## src/rtl/ppm_pkg.sv

```systemverilog
`timescale 1ns/1ps
package ppm_pkg;

  typedef enum logic [1:0] {
    PH_IDLE = 2'd0,
    PH_SOF  = 2'd1,
    PH_RX   = 2'd2
  } ph_t;

  localparam int START_SLOTS = 4;

  // Short coding: push (slot-1) into the top pair, older pairs move down.
  function automatic logic [7:0] pair_push(input logic [7:0] acc,
                                           input logic [1:0] slot_lo);
    logic [1:0] code;
    code = slot_lo - 2'd1;
    return {code, acc[7:2]};
  endfunction

endpackage

```

## src/rtl/ppm_idle_hunt.sv

```systemverilog
`timescale 1ns/1ps
module ppm_idle_hunt #(
  parameter int RUN_MIN = 8
) (
  input  logic clk,
  input  logic rst_n,
  input  logic armed,
  input  logic smp_valid,
  input  logic smp_level,
  output logic start_hit
);
  localparam int RW = $clog2(RUN_MIN + 1);
  localparam logic [RW-1:0] RUN_TOP = RW'(RUN_MIN);

  logic [RW-1:0] run_q;

  assign start_hit = armed && smp_valid && !smp_level && (run_q == RUN_TOP);

  always_ff @(posedge clk) begin
    if (!rst_n || !armed) begin
      run_q <= '0;
    end else if (smp_valid) begin
      if (smp_level) begin
        if (run_q != RUN_TOP) run_q <= run_q + RW'(1);
      end else begin
        run_q <= '0;
      end
    end
  end
endmodule

```

## src/rtl/ppm_byte_store.sv

```systemverilog
`timescale 1ns/1ps
module ppm_byte_store #(
  parameter int DEPTH = 32
) (
  input  logic                       clk,
  input  logic                       rst_n,
  input  logic                       clear,
  input  logic                       wr_en,
  input  logic [7:0]                 wr_data,
  input  logic [$clog2(DEPTH)-1:0]   rd_addr,
  output logic [7:0]                 rd_data,
  output logic [$clog2(DEPTH+1)-1:0] count,
  output logic                       overflow
);
  localparam int AW = $clog2(DEPTH);
  localparam int CW = $clog2(DEPTH + 1);
  localparam logic [CW-1:0] CAP = CW'(DEPTH);

  logic [7:0] mem [DEPTH];
  logic       room;

  assign room    = (count < CAP);
  assign rd_data = mem[rd_addr];

  always_ff @(posedge clk) begin
    if (!rst_n || clear) begin
      count    <= '0;
      overflow <= 1'b0;
    end else if (wr_en) begin
      if (room) count <= count + CW'(1);
      else      overflow <= 1'b1;
    end
  end

  always_ff @(posedge clk) begin
    if (wr_en && !clear && room) mem[count[AW-1:0]] <= wr_data;
  end
endmodule

```

## src/rtl/ppm_cmd_decoder.sv

```systemverilog
`timescale 1ns/1ps
module ppm_cmd_decoder #(
  parameter int DEPTH      = 32,
  parameter int RUN_MIN    = 8,
  parameter int LONG_SLOTS = 256
) (
  input  logic                       clk,
  input  logic                       rst_n,
  input  logic                       smp_valid,
  input  logic                       smp_level,
  input  logic [$clog2(DEPTH)-1:0]   rd_addr,
  output logic [7:0]                 rd_data,
  output logic                       busy,
  output logic                       mode_256,
  output logic                       frame_done,
  output logic [$clog2(DEPTH+1)-1:0] frame_len,
  output logic                       overflow
);
  import ppm_pkg::*;

  localparam int SW = $clog2(LONG_SLOTS + 1);
  localparam logic [SW-1:0] TOP_SHORT = SW'(START_SLOTS);
  localparam logic [SW-1:0] TOP_LONG  = SW'(LONG_SLOTS);

  function automatic logic [7:0] slot_byte(input logic [SW-1:0] s);
    logic [SW-1:0] t;
    t = s - SW'(1);
    return t[7:0];
  endfunction

  ph_t         ph;
  logic        half_b;      // 1: next sample is the second half of a slot
  logic [SW-1:0] slot_cnt;  // slots completed in the current frame
  logic [SW-1:0] drop_pos;  // slot index of the drop, 0 = none yet
  logic        mode_long;
  logic [7:0]  acc;
  logic [1:0]  pairs;
  logic        done_q;

  // Named internal events
  logic          start_hit, active, first_low, second;
  logic          eof_hit, early_err, dbl_err, empty_err, sof_bad, err_hit;
  logic          frame_end, sof_long, sof_short, sym_ok, byte_wr;
  logic [SW-1:0] slot_nx, drop_nx, frame_top;
  logic [7:0]    acc_nx, byte_val;

  assign active    = smp_valid && (ph != PH_IDLE);
  assign first_low = active && !half_b && !smp_level;
  assign eof_hit   = first_low && (ph == PH_RX) && (slot_cnt == '0);
  assign early_err = first_low && (ph == PH_RX) && (slot_cnt != '0);
  assign second    = active && half_b;
  assign slot_nx   = slot_cnt + SW'(1);
  assign dbl_err   = second && !smp_level && (drop_pos != '0);
  assign drop_nx   = (second && !smp_level && (drop_pos == '0)) ? slot_nx : drop_pos;
  assign frame_top = ((ph == PH_SOF) || !mode_long) ? TOP_SHORT : TOP_LONG;
  assign frame_end = second && !dbl_err && (slot_nx == frame_top);
  assign sof_long  = frame_end && (ph == PH_SOF) && (drop_nx == SW'(4));
  assign sof_short = frame_end && (ph == PH_SOF) && (drop_nx == SW'(3));
  assign sof_bad   = frame_end && (ph == PH_SOF) && !sof_long && !sof_short;
  assign empty_err = frame_end && (ph == PH_RX) && (drop_nx == '0);
  assign sym_ok    = frame_end && (ph == PH_RX) && (drop_nx != '0);
  assign err_hit   = early_err || dbl_err || empty_err || sof_bad;
  assign acc_nx    = pair_push(acc, drop_nx[1:0]);
  assign byte_wr   = sym_ok && (mode_long || (pairs == 2'd3));
  assign byte_val  = mode_long ? slot_byte(drop_nx) : acc_nx;

  ppm_idle_hunt #(.RUN_MIN(RUN_MIN)) hunt_i (
    .clk       (clk),
    .rst_n     (rst_n),
    .armed     (ph == PH_IDLE),
    .smp_valid (smp_valid),
    .smp_level (smp_level),
    .start_hit (start_hit)
  );

  ppm_byte_store #(.DEPTH(DEPTH)) store_i (
    .clk      (clk),
    .rst_n    (rst_n),
    .clear    (start_hit),
    .wr_en    (byte_wr),
    .wr_data  (byte_val),
    .rd_addr  (rd_addr),
    .rd_data  (rd_data),
    .count    (frame_len),
    .overflow (overflow)
  );

  always_ff @(posedge clk) begin
    if (!rst_n) begin
      ph        <= PH_IDLE;
      half_b    <= 1'b0;
      slot_cnt  <= '0;
      drop_pos  <= '0;
      mode_long <= 1'b0;
      acc       <= '0;
      pairs     <= '0;
      done_q    <= 1'b0;
    end else begin
      done_q <= eof_hit && (frame_len != '0);
      if (start_hit) begin
        ph        <= PH_SOF;
        half_b    <= 1'b1;
        slot_cnt  <= '0;
        drop_pos  <= '0;
        mode_long <= 1'b0;
        acc       <= '0;
        pairs     <= '0;
      end else if (err_hit || eof_hit) begin
        ph <= PH_IDLE;
      end else if (active) begin
        half_b <= !half_b;
        if (half_b) begin
          if (frame_end) begin
            slot_cnt <= '0;
            drop_pos <= '0;
            if (sof_long || sof_short) begin
              ph        <= PH_RX;
              mode_long <= sof_long;
            end
            if (sym_ok && !mode_long) begin
              acc   <= acc_nx;
              pairs <= pairs + 2'd1;
            end
          end else begin
            slot_cnt <= slot_nx;
            drop_pos <= drop_nx;
          end
        end
      end
    end
  end

  assign busy       = (ph != PH_IDLE);
  assign mode_256   = mode_long;
  assign frame_done = done_q;
endmodule

```

## config.mk

```make
export PLATFORM = sky130hd
export DESIGN_NAME = ppm_cmd_decoder
export DESIGN_NICKNAME = d
export VERILOG_FILES = /design/src/rtl/ppm_pkg.sv /design/src/rtl/ppm_idle_hunt.sv /design/src/rtl/ppm_byte_store.sv /design/src/rtl/ppm_cmd_decoder.sv
export SDC_FILE = /design/constraint.sdc
export NUM_CORES = 1
export LEC_CHECK = 0
export ABC_CLOCK_PERIOD_IN_PS = 3900
export CAP_MARGIN = 10
export CORE_ASPECT_RATIO = 0.9
export CORE_MARGIN = 5
export CORE_UTILIZATION = 45
export CTS_CLUSTER_SIZE = 12
export DETAILED_ROUTE_END_ITERATION = 10
export DONT_BUFFER_PORTS = 1
export SYNTH_ARGS = -nofsm -noshare
export SYNTH_HDL_FRONTEND = slang
export SYNTH_SLANG_ARGS = --single-unit
```

## constraint.sdc

```tcl
create_clock -name clk -period 3.9 [get_ports clk]
set_input_delay 0.78 -clock clk [delete_from_list [all_inputs] [get_ports clk]]
set_output_delay 0.78 -clock clk [all_outputs]
set_load 0.01 [all_outputs]
```

* After elaboration in Yosys (flattened, before gate mapping) *
Memory sizes are Yosys's and may differ from the RTL's.
Cells that the tools add are included.

operators by class
  reductions and logical operators = 71
  $add $sub $neg = 6
  multiplexer cells = 18
  equal/unequal tests = 10
  bitwise gates (word level) = 3
  order comparisons = 1

operator list
  cell                                               count
  two-way mux 9 bit                                  4
  logical AND 1 bit                                  28
  logical NOT 9 bit                                  3
  nonzero test 9 bit                                 3
  nonzero test 3 bit                                 4
  two-way mux 1 bit                                  11
  AND reduction 5 bit                                2
  adder 9 x 1 -> 9 bit, second input constant        1
  == test 9 x 2 -> 1 bit, second input constant      1
  == test 9 x 3 -> 1 bit, second input constant      1
  == test 9 bit                                      1
  logical NOT 1 bit                                  9
  logical OR 1 bit                                   9
  two-way mux 4 bit                                  2
  two-way mux 8 bit                                  1
  AND reduction 2 bit                                4
  AND reduction 4 bit                                2
  subtractor 8 x 1 -> 8 bit, second input constant   1
  adder 6 x 1 -> 6 bit, second input constant        1
  less-than comparator 6 bit, second input constant  1
  nonzero test 6 bit                                 1
  adder 4 x 1 -> 4 bit, second input constant        1
  == test 2 bit, second input constant               2
  == test 4 bit, second input constant               1
  other kinds (11)                                   15

word-level totals
  logic and storage cells = 122
  register bits after elaboration = 44
  bits in writable memories = 256
  output and inout port bits = 18
  memories kept = 1
  input port bits = 9

memory list
  memory       words  bits a word  rd ports  clocked after Yosys merged registers in  write ports  line                  source
  store_i.mem  32     8            1         0                                        1            ppm_byte_store.sv:19  logic [7:0] mem [DEPTH];

* Longest topological paths before layout *
  depth after elaboration = 17
  mapped depth = 11
  mapped depth without buffers = 9

* By module *
A second synthesis with hierarchy kept.

second synthesis, totals
  cell total of the unflattened synthesis = 752
  area, all modules = 12649.6 um^2

modules (own cells, without submodules)
  module           seq. area each (um^2)  times used  area each (um^2)  cells each
  ppm_byte_store   7827.5                 1           10241.1           450
  ppm_cmd_decoder  620.6                  1           2170.8            271
  ppm_idle_hunt    80.1                   1           237.7             31

* Worst setup path before layout *
No wires, ideal clock.

  path kind = input-to-output
  start = input rd_addr[0]
  end = output rd_data[0]
  stages = 5
  slack = 116 ps
  path buffers = 2
  arrival time = 3004 ps
  required time = 3120 ps
  cell sequence = clkbuf_1 buf_1 mux4_2 mux4_2 mux2_2

on the way
  longest elaborated chain between the ends = 1

ends and longest elaborated chain
  what                 line                   source
  start, declared      ppm_cmd_decoder.sv:11  input logic [$clog2(DEPTH)-1:0] rd_addr,
  memory (32 x 8 bit)  -
  end, declared        ppm_cmd_decoder.sv:12  output logic [7:0] rd_data,

No other way between the ends.

* Worst setup path in the final report *
  start = register slot_cnt[1]
  end = memory store_i.mem[24][5], enable pin

on the way
  longest elaborated chain between the ends = 10
  elaborated cells on any way between the ends = 12
  those cells by class = 1 x add/sub; 1 x eq/ne; 3 x mux; 7 x reduce/logical

ends and longest elaborated chain
  what                                       line                    source
  start, declared                            ppm_cmd_decoder.sv:33   logic [SW-1:0] slot_cnt;
  start signal, assigned                     ppm_cmd_decoder.sv:125  slot_cnt <= slot_nx;
  adder 9 x 1 -> 9 bit *                     ppm_cmd_decoder.sv:52   assign slot_nx = slot_cnt + SW'(1);
  == test 9 bit                              ppm_cmd_decoder.sv:56   assign frame_end = second && !dbl_err && (slot_nx == frame_top);
  logical AND 1 bit                          ppm_cmd_decoder.sv:56
  logical AND 1 bit                          ppm_cmd_decoder.sv:61   assign sym_ok = frame_end && (ph == PH_RX) && (drop_nx != '0);
  logical AND 1 bit *                        ppm_cmd_decoder.sv:61
  logical AND 1 bit *                        ppm_cmd_decoder.sv:64   assign byte_wr = sym_ok && (mode_long || (pairs == 2'd3));
  logical AND 1 bit * (2 in a row)           ppm_byte_store.sv:36    if (wr_en && !clear && room) mem[count[AW-1:0]] <= wr_data;
  two-way mux 1 bit *                        ppm_byte_store.sv:36
  two-way mux 1 bit (implied by the code) *  ppm_byte_store.sv:36
  end, declared                              ppm_byte_store.sv:19

Every way passes the cells marked *; elsewhere a longest branch is shown, timed or not.

==> results.py <==
metrics = {
    "cts": {
        "cts-root-buf": "clkbuf_16",
        "cts_tree": "done",
        "numCtsBuffers": 30,
        "cts.htree.levels": 1,
        "cts_setup_buffers": 0,
        "cts_resized": 0,
        "cts.reportedPaths.clkPinSlew_ps": 60,
        "cts_hold_buffers": 0,
        "cts_num_sinks": 298,
        "clk_path_buf_depth": 3,
        "clock_latency_ps": 550,
    },
    "drt": {
        "avgViaCountPerCell": 5.88,
        "firstDrtPassIters": 5,
        "wl_um": 28300,
        "dr_total_vias": 6845,
        "drt_iter0_drc": 609,
        "antenna_left": 0,
        "drc": 0,
        "wl_per_cell_um": 24.3,
    },
    "yosys": {
        "synth_area_leaders": "edfxtp_1 61%, mux4_2 14%, dfxtp_1 6.7%",
        "synth-seq-cells": 298,
        "syn_nets": 762,
        "ys_top_cells_by_count": "256 x edfxtp_1, 80 x mux4_2, 71 x nor2_1, 42 x dfxtp_1, 34 x nand2_1",
        "syn_inst": 743,
        "syn_area_um2": 12600,
        "synth_ff_type": "edfxtp_1",
        "synthArstFlopShare_pct": 0,
        "ys_seq_area_share_pct": 67.9,
        "synth_enable_flop_cells": 256,
        "synth.most_common_cell": "edfxtp_1",
        "syn_avg_cell_area_um2": 16.9,
        "netlist.area_leader.share_pct": 61.2,
        "synthDistinctLibCells": 64,
        "yosys_warnings": 0,
        "synth_area_leader_cell": "edfxtp_1",
    },
    "timing": {
        "grt_setup_unrepaired": "true",
        "tightest_slew_ps": 975,
        "setup_tns_ps": 0,
        "fin_crit_sh_pct": 96.5,
        "fin_crit_ps": 3760,
        "drv_slew": 0,
        "max_freq_mhz": 266,
        "slew_headroom_pct": 34.8,
        "fin_worst_skew_ps": 17.3,
        "finalSetupViolations": 0,
        "hold_viol": 0,
    },
    "layout": {
        "final_util_pct": 51.2,
        "area_delta_synth_final_pct": 13.0,
        "fin_cells": 1165,
        "nNetsFinal": 809,
        "drive_above_1_share_pct": 24.1,
        "regArea_um2": 8530,
        "n_antenna_cell": 0,
        "nFillCells": 2255,
        "multi_input_area_um2": 3860,
    },
    "power": {
        "leakage_nw": 3.97,
        "comb_power_share_pct": 0.8,
        "ir_worst_vdd_mv": 0.336,
        "power_density_nw_per_um2": 426,
        "p_int_mw": 4.94,
        "p_sw_mw": 1.10,
        "p_sw_share_pct": 18.2,
        "power_frac_seq_pct": 56.4,
        "clkPwrFrac_pct": 42.7,
        "finalPower_mw": 6.04,
    },
    "grt": {
        "antenna_found_initial": 0,
        "grt.total_usage_pct": 18.2,
        "grt_pass1_vias": 6779,
        "grt_max_degree": 65,
        "grt_remaining_overflow": 0,
        "grt_pass1_wl_um": 42900,
    },
    "setup_path": {
        "cp.arrival_ps": 4020,
        "start_kind": "flip-flop",
        "worst-path-max-fanout": 10,
        "cpPeakStageDelay_ps": 610,
        "required_ps": 4150,
        "crit_type": "flip-flop to flip-flop",
        "crit_path_cell_trace": "ha_1 -> nand3_1 -> or4_1 -> a311oi_2 -> nand3_4 -> nor4b_4 -> nand2_1 -> nor2_1 -> buf_4",
        "end_kind": "flip-flop",
        "cpMaxStageDelayCell": "or4_1",
    },
    "placement": {
        "placedCellCount": 1118,
        "place.gp.congestion": 0.847,
        "detailed_place_hpwl_um": 19000,
        "port_buffers": 0,
    },
    "floorplanning": {
        "ioPinCount": 27,
        "die_h_um": 168,
        "core_area_um2": 27700,
        "start_util_pct": 45.3,
        "fp-row-count": 58,
        "die_w_um": 186,
        "die_area_um2": 31400,
    },
    "flow_run": {
        "maxCapViolations": 0,
    },
    "worst_hold_path": {
        "hp-class": "input port to flip-flop",
    },
    "outcome": {
        "status": "finished, final reports clean",
    },
}
-- final cells by class --
class | count | area share (%)
inverters | 15 | 0.397
multi-input cells | 396 | 27.2
repair buffers | 49 | 3.03
flip-flops and latches | 298 | 60.1
clock buffers | 40 | 5.70
well taps | 360 | 3.17
clock inverters | 7 | 0.397
-- layer usage --
| layer | GRT usage (%) | share of wire, % | vias to the layer above |
|---|---|---|---|
| li1 | - | - | 3063 |
| met1 | 28.3 | 46 | 3515 |
| met2 | 27.4 | 46 | 235 |
| met3 | 3.27 | 6.8 | 32 |
| met4 | 3.29 | 1.7 | 0 |
| met5 | 0 | 0 | - |
-- critical path, delay by kind of cell, from the launching register on --
family / cells / cell delay, ps
adders and majority gates: 1 / 390
buffers and inverters: 1 / 200
and+or+nand+nor: 6 / 2070
AOI/OAI and AO/OA: 1 / 350
DFF: 1 / 450
-- through the flow --
step	instance area, um2	hold slack, ps	setup slack (ps)
2_1_floorplan	12600	444	116
3_3_place_gp	13300	454	289
3_5_place_dp	13300	470	118
4_1_cts	14200	326	121
5_1_grt	14200	330	-96.7
6_report	14200	350	138
-- final timing paths --
| check | endpoint | start | depth (start not counted) | slack [ps] |
|---|---|---|---|---|
| min | hunt_i.run_q[1]$_SDFFE_PP0P_ | rst_n | 2 | 350 |
| max reg2reg | store_i.mem[24][5]$_DFFE_PP_ | slot_cnt[1]$_SDFFE_PP0P_ | 9 | 140 |
| max | store_i.mem[24][5]$_DFFE_PP_ | slot_cnt[1]$_SDFFE_PP0P_ | 9 | 140 |
| min reg2reg | hunt_i.run_q[1]$_SDFFE_PP0P_ | hunt_i.run_q[1]$_SDFFE_PP0P_ | 2 | 480 |
-- cell usage in the layout (no fill, tap or decap), types with 8 or more instances in the layout --
master     instances
mux2_2            14
clkbuf_1           9
mux2i_1            8
xnor2_1           14
dfxtp_1           42
ha_1              10
nor3_1             9
mux4_2            80
nand3_1           15
nor2_1            71
nand2_1           34
buf_4             44
inv_1             15
a21oi_1           17
o21ai_0           13
clkbuf_16         31
edfxtp_1         256
-- power by group through the flow --
stage | clock network [mW] | logic [mW] | registers [mW]
2_1_floorplan | 0 | 0.0814 | 3.48
3_3_place_gp | 0 | 0.0513 | 3.48
6_report | 2.58 | 0.0513 | 3.41
3_5_place_dp | 0 | 0.0519 | 3.48
5_1_grt | 2.78 | 0.0535 | 3.41
4_1_cts | 2.64 | 0.0519 | 3.41
-- logic make-up after synthesis --
family / after synthesis / share of synthesized area (%)
AO/OA/AOI/OAI: 76 / 4.24
XOR/XNOR: 18 / 1.26
adder cells (fa/ha/maj): 11 / 1.08
buffers and inverters: 49 / 1.50
flip-flops: 298 / 67.9
multiplexers: 103 / 16.3
AND/OR/NAND/NOR: 188 / 7.69
-- flip-flops by register name, summed over array words and instances, names as in the netlist --
name              flops
pairs                 2
hunt_i.run_q          4
slot_cnt              9
mode_256              1
store_i.mem         256
store_i.overflow      1
drop_pos              9
acc                   6
half_b                1
store_i.count         6
frame_done            1
ph                    2
(Power assumes the default switching activity.)
